$ cat config.mk
export PLATFORM = sky130hd
export DESIGN_NAME = adc_xfer_engine
export DESIGN_NICKNAME = d
export VERILOG_FILES = /design/src/rtl/adc_xfer_pkg.sv /design/src/rtl/adc_xfer_cfg.sv /design/src/rtl/adc_xfer_seq.sv /design/src/rtl/adc_xfer_wq.sv /design/src/rtl/adc_xfer_engine.sv
export SDC_FILE = /design/constraint.sdc
export NUM_CORES = 1
export LEC_CHECK = 0
export ABC_AREA = 1
export BUFFER_PORTS_ARGS = -buffer_cell sky130_fd_sc_hd__clkbuf_2
export CAP_MARGIN = 20
export CELL_PAD_IN_SITES_DETAIL_PLACEMENT = 1
export CELL_PAD_IN_SITES_GLOBAL_PLACEMENT = 1
export CORE_MARGIN = 2
export CORE_UTILIZATION = 28
export DETAILED_ROUTE_END_ITERATION = 16
export PLACE_DENSITY_LB_ADDON = 0.1
export SETUP_SLACK_MARGIN = 0.2
export SLEW_MARGIN = 20
export SYNTH_ARGS = -nofsm -noshare
export SYNTH_HDL_FRONTEND = slang
export SYNTH_HIERARCHICAL = 1
export SYNTH_SLANG_ARGS = --single-unit
$ cat constraint.sdc
create_clock -name clk -period 7.39 [get_ports clk]
set_input_delay 1.8475 -clock clk [delete_from_list [all_inputs] [get_ports clk]]
set_output_delay 1.8475 -clock clk [all_outputs]
set_load 0.01 [all_outputs]
$ cat src/rtl/adc_xfer_pkg.sv
package adc_xfer_pkg;
  localparam int unsigned XF_AW = 16;
  localparam int unsigned XF_DW = 16;

  typedef logic [XF_AW-1:0] xf_addr_t;
  typedef logic [XF_DW-1:0] xf_data_t;

  // one queued memory write: where, what, and whether it closes a block
  typedef struct packed {
    xf_addr_t addr;
    xf_data_t data;
    logic     last;
  } xf_entry_t;
endpackage

$ cat src/rtl/adc_xfer_cfg.sv
module adc_xfer_cfg
  import adc_xfer_pkg::*;
#(
  parameter int unsigned CNT_W      = 8,
  parameter xf_addr_t    RESET_ADDR = 16'h0200
) (
  input  logic             clk,
  input  logic             rst_n,
  input  logic             start_wr,
  input  xf_addr_t         start_val,
  input  logic             count_wr,
  input  logic [CNT_W-1:0] count_val,
  input  logic             mode_wr,
  input  logic             mode_two_blk,
  input  logic             mode_cont,
  output xf_addr_t         start_q,
  output logic [CNT_W-1:0] count_q,
  output logic             two_q,
  output logic             cont_q,
  output logic             restart,
  output xf_addr_t         start_ld,
  output logic [CNT_W-1:0] count_ld
);
  xf_addr_t         start_d;
  logic [CNT_W-1:0] count_d;
  logic             two_d, cont_d;

  always_comb begin
    start_d  = start_wr ? start_val : start_q;
    count_d  = count_wr ? count_val : count_q;
    two_d    = mode_wr  ? mode_two_blk : two_q;
    cont_d   = mode_wr  ? mode_cont    : cont_q;
    restart  = start_wr | count_wr;
    start_ld = start_d;
    count_ld = count_d;
  end

  always_ff @(posedge clk or negedge rst_n) begin
    if (!rst_n) begin
      start_q <= RESET_ADDR;
      count_q <= '0;
      two_q   <= 1'b0;
      cont_q  <= 1'b0;
    end else begin
      start_q <= start_d;
      count_q <= count_d;
      two_q   <= two_d;
      cont_q  <= cont_d;
    end
  end


  start_hold_chk: assert property (@(posedge clk) disable iff (!rst_n)
    !start_wr |=> $stable(start_q));

  count_load_chk: assert property (@(posedge clk) disable iff (!rst_n)
    count_wr |=> count_q == $past(count_val));
endmodule

$ cat src/rtl/adc_xfer_seq.sv
module adc_xfer_seq
  import adc_xfer_pkg::*;
#(
  parameter int unsigned CNT_W = 8
) (
  input  logic             clk,
  input  logic             rst_n,
  input  logic             restart,
  input  xf_addr_t         start_ld,
  input  logic [CNT_W-1:0] count_ld,
  input  xf_addr_t         start_q,
  input  logic [CNT_W-1:0] count_q,
  input  logic             two_q,
  input  logic             cont_q,
  input  logic             res_valid,
  input  xf_data_t         res_data,
  input  logic             room,
  output logic             want,
  output logic             take,
  output xf_entry_t        entry,
  output logic             active_blk
);
  localparam xf_addr_t STEP = xf_addr_t'(XF_DW / 8);
  localparam logic [CNT_W-1:0] ONE = CNT_W'(1);

  xf_addr_t         ptr_q, ptr_d;
  logic [CNT_W-1:0] rem_q, rem_d;
  logic             blk_q, blk_d;
  logic             armed_q, armed_d;
  logic             blk_end, pass_end;

  always_comb begin
    want     = res_valid & armed_q & ~restart;
    take     = want & room;
    blk_end  = (rem_q == ONE);
    pass_end = blk_end & (~two_q | blk_q);

    entry.addr = ptr_q;
    entry.data = res_data;
    entry.last = blk_end;

    ptr_d   = ptr_q;
    rem_d   = rem_q;
    blk_d   = blk_q;
    armed_d = armed_q;
    if (restart) begin
      ptr_d   = start_ld;
      rem_d   = count_ld;
      blk_d   = 1'b0;
      armed_d = (count_ld != '0);
    end else if (take) begin
      ptr_d = ptr_q + STEP;
      if (pass_end) begin
        blk_d = 1'b0;
        if (cont_q) begin
          ptr_d   = start_q;
          rem_d   = count_q;
          armed_d = (count_q != '0);
        end else begin
          armed_d = 1'b0;
        end
      end else if (blk_end) begin
        blk_d = 1'b1;
        rem_d = count_q;
      end else begin
        rem_d = rem_q - ONE;
      end
    end
  end

  always_ff @(posedge clk or negedge rst_n) begin
    if (!rst_n) begin
      ptr_q   <= '0;
      rem_q   <= '0;
      blk_q   <= 1'b0;
      armed_q <= 1'b0;
    end else begin
      ptr_q   <= ptr_d;
      rem_q   <= rem_d;
      blk_q   <= blk_d;
      armed_q <= armed_d;
    end
  end

  assign active_blk = blk_q;


  armed_nonzero_chk: assert property (@(posedge clk) disable iff (!rst_n)
    armed_q |-> rem_q != '0);

  single_blk_chk: assert property (@(posedge clk) disable iff (!rst_n)
    (take && !two_q && !restart) |=> !blk_q);
endmodule

$ cat src/rtl/adc_xfer_wq.sv
module adc_xfer_wq
  import adc_xfer_pkg::*;
(
  input  logic      clk,
  input  logic      rst_n,
  input  logic      restart,
  input  logic      want,
  input  logic      take,
  input  xf_entry_t in_entry,
  input  logic      mem_ready,
  output logic      room,
  output xf_addr_t  mem_addr,
  output xf_data_t  mem_wdata,
  output logic      mem_we,
  output logic      blk_done,
  output logic      overrun
);
  xf_entry_t stg_q, stg_d, buf_q, buf_d;
  logic      stg_vld_q, stg_vld_d, buf_vld_q, buf_vld_d;
  logic      ovr_q, ovr_d, done_q, done_d;
  logic      wr_done;

  always_comb begin
    wr_done   = stg_vld_q & mem_ready;
    room      = ~stg_vld_q | ~buf_vld_q | wr_done;
    stg_d     = stg_q;
    stg_vld_d = stg_vld_q;
    buf_d     = buf_q;
    buf_vld_d = buf_vld_q;
    if (wr_done) begin
      if (buf_vld_q) begin
        stg_d     = buf_q;
        stg_vld_d = 1'b1;
        if (take) buf_d = in_entry;
        else      buf_vld_d = 1'b0;
      end else if (take) begin
        stg_d = in_entry;
      end else begin
        stg_vld_d = 1'b0;
      end
    end else if (take) begin
      if (!stg_vld_q) begin
        stg_d     = in_entry;
        stg_vld_d = 1'b1;
      end else begin
        buf_d     = in_entry;
        buf_vld_d = 1'b1;
      end
    end
    ovr_d  = restart ? 1'b0 : (ovr_q | (want & ~room));
    done_d = wr_done & stg_q.last;
  end

  always_ff @(posedge clk or negedge rst_n) begin
    if (!rst_n) begin
      stg_vld_q <= 1'b0;
      buf_vld_q <= 1'b0;
      ovr_q     <= 1'b0;
      done_q    <= 1'b0;
    end else begin
      stg_vld_q <= stg_vld_d;
      buf_vld_q <= buf_vld_d;
      ovr_q     <= ovr_d;
      done_q    <= done_d;
    end
  end

  // data registers: no reset, loaded only when their entry changes
  always_ff @(posedge clk) begin
    if (wr_done | take) stg_q <= stg_d;
    if (take)           buf_q <= buf_d;
  end

  assign mem_addr  = stg_q.addr;
  assign mem_wdata = stg_q.data;
  assign mem_we    = stg_vld_q;
  assign blk_done  = done_q;
  assign overrun   = ovr_q;


  mem_hold_chk: assert property (@(posedge clk) disable iff (!rst_n)
    (mem_we && !mem_ready) |=> (mem_we && $stable(mem_addr) && $stable(mem_wdata)));

  ovr_sticky_chk: assert property (@(posedge clk) disable iff (!rst_n)
    (overrun && !restart) |=> overrun);

  buf_order_chk: assert property (@(posedge clk) disable iff (!rst_n)
    buf_vld_q |-> stg_vld_q);

  done_after_wr_chk: assert property (@(posedge clk) disable iff (!rst_n)
    blk_done |-> $past(mem_we && mem_ready));
endmodule

$ cat src/rtl/adc_xfer_engine.sv
module adc_xfer_engine
  import adc_xfer_pkg::*;
#(
  parameter int unsigned CNT_W      = 8,
  parameter xf_addr_t    RESET_ADDR = 16'h0200
) (
  input  logic             clk,
  input  logic             rst_n,
  input  logic             start_wr,
  input  logic [XF_AW-1:0] start_val,
  input  logic             count_wr,
  input  logic [CNT_W-1:0] count_val,
  input  logic             mode_wr,
  input  logic             mode_two_blk,
  input  logic             mode_cont,
  input  logic             res_valid,
  input  logic [XF_DW-1:0] res_data,
  output logic [XF_AW-1:0] mem_addr,
  output logic [XF_DW-1:0] mem_wdata,
  output logic             mem_we,
  input  logic             mem_ready,
  output logic             blk_done,
  output logic             active_blk,
  output logic             overrun
);
  xf_addr_t         start_q, start_ld;
  logic [CNT_W-1:0] count_q, count_ld;
  logic             two_q, cont_q, restart;
  logic             want, take, room;
  xf_entry_t        entry;

  adc_xfer_cfg #(.CNT_W(CNT_W), .RESET_ADDR(RESET_ADDR)) u_cfg (
    .clk(clk), .rst_n(rst_n),
    .start_wr(start_wr), .start_val(start_val),
    .count_wr(count_wr), .count_val(count_val),
    .mode_wr(mode_wr), .mode_two_blk(mode_two_blk), .mode_cont(mode_cont),
    .start_q(start_q), .count_q(count_q), .two_q(two_q), .cont_q(cont_q),
    .restart(restart), .start_ld(start_ld), .count_ld(count_ld)
  );

  adc_xfer_seq #(.CNT_W(CNT_W)) u_seq (
    .clk(clk), .rst_n(rst_n), .restart(restart),
    .start_ld(start_ld), .count_ld(count_ld),
    .start_q(start_q), .count_q(count_q), .two_q(two_q), .cont_q(cont_q),
    .res_valid(res_valid), .res_data(res_data), .room(room),
    .want(want), .take(take), .entry(entry), .active_blk(active_blk)
  );

  adc_xfer_wq u_wq (
    .clk(clk), .rst_n(rst_n), .restart(restart),
    .want(want), .take(take), .in_entry(entry), .mem_ready(mem_ready),
    .room(room), .mem_addr(mem_addr), .mem_wdata(mem_wdata), .mem_we(mem_we),
    .blk_done(blk_done), .overrun(overrun)
  );


  take_issues_chk: assert property (@(posedge clk) disable iff (!rst_n)
    take |=> mem_we);

  restart_drop_chk: assert property (@(posedge clk) disable iff (!rst_n)
    (restart && !mem_we) |=> !mem_we);
endmodule

Word level (Yosys, flattened, before mapping):

Cells that the tools add are included.

* register bits: 122
* input port bits: 49
* output and inout bits: 36
* logic and storage cells: 95

* add/sub/neg operators: 2
* equal/unequal tests: 5
* mux-type cells: 37
* bitwise gates (word level): 18
* reduce and logical (&&, ||, !) cells: 15

Operator list (number)
* 2-to-1 mux 33 bit: 8
* 2-to-1 mux 16 bit: 5
* 2-to-1 mux 8 bit: 6
* 2-to-1 mux 1 bit: 18
* adder 16 x 2 -> 16 bit, second input constant: 1
* nonzero test 8 bit: 2
* AND reduction 2 bit: 5
* nonzero test 2 bit: 5
* == test 8 x 1 -> 1 bit, second input constant: 1
* subtractor 8 x 1 -> 8 bit, second input constant: 1
* bitwise AND 1 bit: 7
* OR 1 bit: 6
* inverter 1 bit: 5
* AND reduction 4 bit: 1
* inequality test 3 x 2 -> 1 bit, second input constant: 1
* inequality test 3 bit, second input constant: 1
* AND reduction 3 bit: 1
* nonzero test 3 bit: 1
* inequality test 2 x 1 -> 1 bit, second input constant: 1
* inequality test 2 bit, second input constant: 1

Depth between registers and ports, before layout:

* depth in word-level cells: 7
* depth in mapped cells: 14
* gate-level depth less buffers: 11

Modules after synthesis:

The synthesis kept the hierarchy.

By module, submodules not included
* adc_xfer_wq: instances 1, cells an instance 231, area each 2907.8 sq um, sequential area each 2082.0 sq um
* adc_xfer_seq: instances 1, cells an instance 393, area each 2361.0 sq um, sequential area each 650.6 sq um
* adc_xfer_cfg: instances 1, cells an instance 112, area each 1017.2 sq um, sequential area each 651.9 sq um

Worst setup path before layout:

OpenSTA, ideal clock, no wires.

* kind: input -> register
* from: in start_wr
* to: reg u_wq/buf_q[0] (netlist bit), enable pin
* library setup time: 434 ps
* arrival: 4394 ps
* required time: 6956 ps
* path slack: 2562 ps
* stages on the path: 9
* path buffers: 2
* path through: buf_6 -> inv_8 -> buf_8 -> nand2_1 -> nor2_2 -> nand2_1 -> inv_2 -> inv_1 -> a21oi_1

* cells in the longest elaborated chain, start to end: 5

RTL lines
* start: declaration: RTL line adc_xfer_engine.sv:9 `input logic start_wr,`
* OR 1 bit: RTL line adc_xfer_cfg.sv:33 `restart = start_wr | count_wr;`
* net restart: RTL line adc_xfer_engine.sv:28 `logic two_q, cont_q, restart;`
* inverter 1 bit: RTL line adc_xfer_seq.sv:33 `want = res_valid & armed_q & ~restart;`
* bitwise AND 1 bit: RTL line adc_xfer_seq.sv:33
* net want: RTL line adc_xfer_engine.sv:29 `logic want, take, room;`
* bitwise AND 1 bit: RTL line adc_xfer_seq.sv:34 `take = want & room;`
* net take: RTL line adc_xfer_engine.sv:29
* AND reduction 3 bit (no line)
* end signal: assignment: RTL line adc_xfer_wq.sv:71 `if (take) buf_q <= buf_d;`
* end: declaration: RTL line adc_xfer_wq.sv:18 `xf_entry_t stg_q, stg_d, buf_q, buf_d;`

The timed path passes the listed nets, and every way through them passes these cells.
A chain may end at the register's enable or synchronous reset.

Worst setup path after layout:

* from: in start_wr
* to: reg u_seq.rem_q[2]

* cells in the longest elaborated chain, start to end: 6
* elaborated cells on any way between the ends: 8
* those cells by class: 1 x eq/ne; 1 x mux; 4 x bitwise; 2 x reduce/logical

RTL lines
* OR 1 bit *: RTL line adc_xfer_cfg.sv:33
* net restart: RTL line adc_xfer_engine.sv:28
* inverter 1 bit: RTL line adc_xfer_seq.sv:33
* bitwise AND 1 bit: RTL line adc_xfer_seq.sv:33
* bitwise AND 1 bit: RTL line adc_xfer_seq.sv:34
* nonzero test 2 bit (no line)
* AND reduction 2 bit (no line)
* end signal: assignment: RTL line adc_xfer_seq.sv:79 `rem_q <= rem_d;`
* end: declaration: RTL line adc_xfer_seq.sv:27 `logic [CNT_W-1:0] rem_q, rem_d;`

Mark *: on every way through the listed nets, which the timed path passes. The rest lies on a longest branch.

==> results.tsv <==
metric	value	unit
n_diodes	0	
clk buf depth	2	
total track usage	14.9	%
Leakage	3.37	nW
hold path startpoint	u_seq/rem_q[1]	
HPWL after DPL	11.8	mm
starting density of the core	28.6	%
crit-path max FO	36	
Post-synth EDFFs	66	
H-tree Lvls	4	
max_slew headroom	33.0	%
Hold Slack	0.488	ns
clk_skew	0.0109	ns
CTS resizes	0	
worst setup path class	primary input to flop	
Post-synth ARST share	45.9	%
TritonRoute pass-1 iters	4	
utilization after layout	32.5	%
status	completed	
CTS Buf Count	17	
crit path DAT	4.40	ns
Post-Synthesis Cell Area	0.00629	mm²
Nets	818	
prevailing post-synth register cell	edfxtp_1	
core area	0.0220	mm²
die area	0.0237	mm²
cell depth of the worst flop-to-flop path	10	
Sink Count	122	
Initial DRC Count	195	
count of input and output buffers	84	
worst skew pair latency	0.42	ns
Final min period	4.09	ns
RSZ-0062 raised after global routing	false	
DRC viols	0	
Post-Syn Nets	788	
TritonCTS clock tree	yes	
Yosys reg bits	122	
VDD IR max	0.140	mV
number of cell rows	54	
Slew Viols, Final	0	
commonest non-fill, non-tap cells in the layout	nand2_1, clkbuf_2, nand3_1	
post-CTS setup buffers	0	
share of cells above drive strength 1	18.1	%
Pwr Density	267	mW/mm²
final worst slack	3.30	ns
worst flop-to-flop path startpoint	u_seq/rem_q[1]	
Final period util	55.3	%
via count	4694	
first-pass GRT wire length	27.9	mm
Worst-Margin Slew	1.00	ns
average wire per standard cell	15.7	µm
GRT overflow	0	
max cap viols	0	
post-synthesis sequential area ratio	53.8	%
Root Buffer	clkbuf_16	
fillcell total	2626	
R2R Setup Slk	4.63	ns
pin count of the biggest net entering global routing	57	
final setup fails	0	
maximum clock rate	0.245	GHz
Gate Count Post-Synth	736	
commonest non-fill, non-tap cell in the layout	nand2_1	
Final Hold Vio Count	0	
CP Capture Type	flop	
setup total negative slack	0	ns
hold crit path type	flop to flop	
Yosys warning count	6	
Total Wirelength	16.6	mm
gpl congestion	0.776	
Worst Path Required	7.70	ns
vias per cell	4.43	
Yosys cell types	34	
Ports	85	
Die Wd	154	µm
Die H	154	µm
vias in the first global route	5133	
dpl ws	2.70	ns
initial antenna violation count	0	
DRT antenna net count	0	
Area growth syn-to-layout	13.4	%
worst hold path depth	2	
cts hold-fix bufs	0	
syn_area_per_cell	8.54	µm²
Hold EP	u_seq/rem_q[1]	
RR Endpoint	u_seq/ptr_q[2]	
Clock Pin Slew Worst Setup and Hold Paths	0.06	ns
CP Launch Type	primary input	
flip-flops by register name, summed over array words and instances (netlist names):
name,flops
u_seq/active_blk,1
u_wq/buf_q,33
u_wq/stg_q,1
u_cfg/two_q,1
u_seq/rem_q,8
u_wq/mem_we,1
u_seq/armed_q,1
u_cfg/cont_q,1
u_wq/overrun,1
u_seq/ptr_q,16
u_wq/blk_done,1
u_wq/mem_wdata,16
u_cfg/count_q,8
u_wq/buf_vld_q,1
u_cfg/start_q,16
u_wq/mem_addr,16
where the power goes:
group          switching [W]  total (W)  internal [W]  leakage (nW)
clock               0.000333   0.000837      0.000504         0.279
combinational       0.000156   0.000235     0.0000794          1.80
sequential         0.0000545   0.000834      0.000779          1.29
total               0.000543    0.00191       0.00136          3.37
per-stage QoR:
step                cell area (µm²)  instances  total power, W
detailed placement             6510       1026         0.00109
CTS                            7100       1058         0.00194
finish                         7130       1059         0.00191
global route                   7130       1059         0.00201
global placement               6510       1026         0.00108
floorplan                      6290        736         0.00101
final cells by class:
cell class	instances	area, µm²	share of cell area [%]
Timing Repair Buffer	87	463	6.50
Tap cell	280	350	4.92
Clock inverter	14	161	2.27
Sequential cell	122	3380	47.5
Multi-Input combinational cell	482	2120	29.7
Inverter	56	220	3.09
Clock buffer	18	429	6.02
layer usage:
layer,vias to the layer above,track usage [%],routed length [µm]
met5,-,0,0
met4,0,3.47,125
met3,8,3.35,613
met2,79,23.7,7530
met1,2234,20.8,8370
li1,2373,-,-
worst max path at each step:
stage / startpoint / end / slack [ns] / cells past startpoint
2_1_floorplan: start_wr / u_wq/buf_q[0] / 2.56 / 9
3_3_place_gp: start_wr / u_wq/buf_q[25] / 2.85 / 8
3_5_place_dp: start_wr / u_wq/buf_q[25] / 2.70 / 8
4_1_cts: start_wr / u_wq/buf_q[30] / 3.15 / 8
5_1_grt: start_wr / u_seq/rem_q[2] / 2.95 / 9
6_report: start_wr / u_seq/rem_q[2] / 3.30 / 9
kinds of logic (layout without fill, tap and decap cells):
kind of cell | count (synthesis) | in the layout | synth area share, %
compound gates | 31 | 31 | 2.85
xor+xnor | 5 | 5 | 0.697
fa+ha+maj | 3 | 3 | 0.597
buf+inv | 132 | 175 | 12.7
flops | 122 | 122 | 53.8
simple gates | 443 | 443 | 29.4
critical path, stage by stage:
cell      delay, ns
clkbuf_2       0.26
inv_8          0.20
nand2_1        0.39
inv_2          0.62
nand2_1        0.21
o21ai_2        0.48
inv_1          0.20
nand2_1        0.11
o21ai_1        0.06
synth_stat cells (6+ instances only):
master,n,share of area (%)
nand3_1,70,5.6
nor2_1,46,2.7
nand2_1,297,18
buf_6,7,1.3
dfrtp_1,55,22
inv_1,49,2.9
nand4_1,14,1.4
buf_4,56,6.7
edfxtp_1,66,32
o21ai_0,12,0.96
o21ai_1,6,0.48
Note: power is estimated with default switching activity, not from simulation.
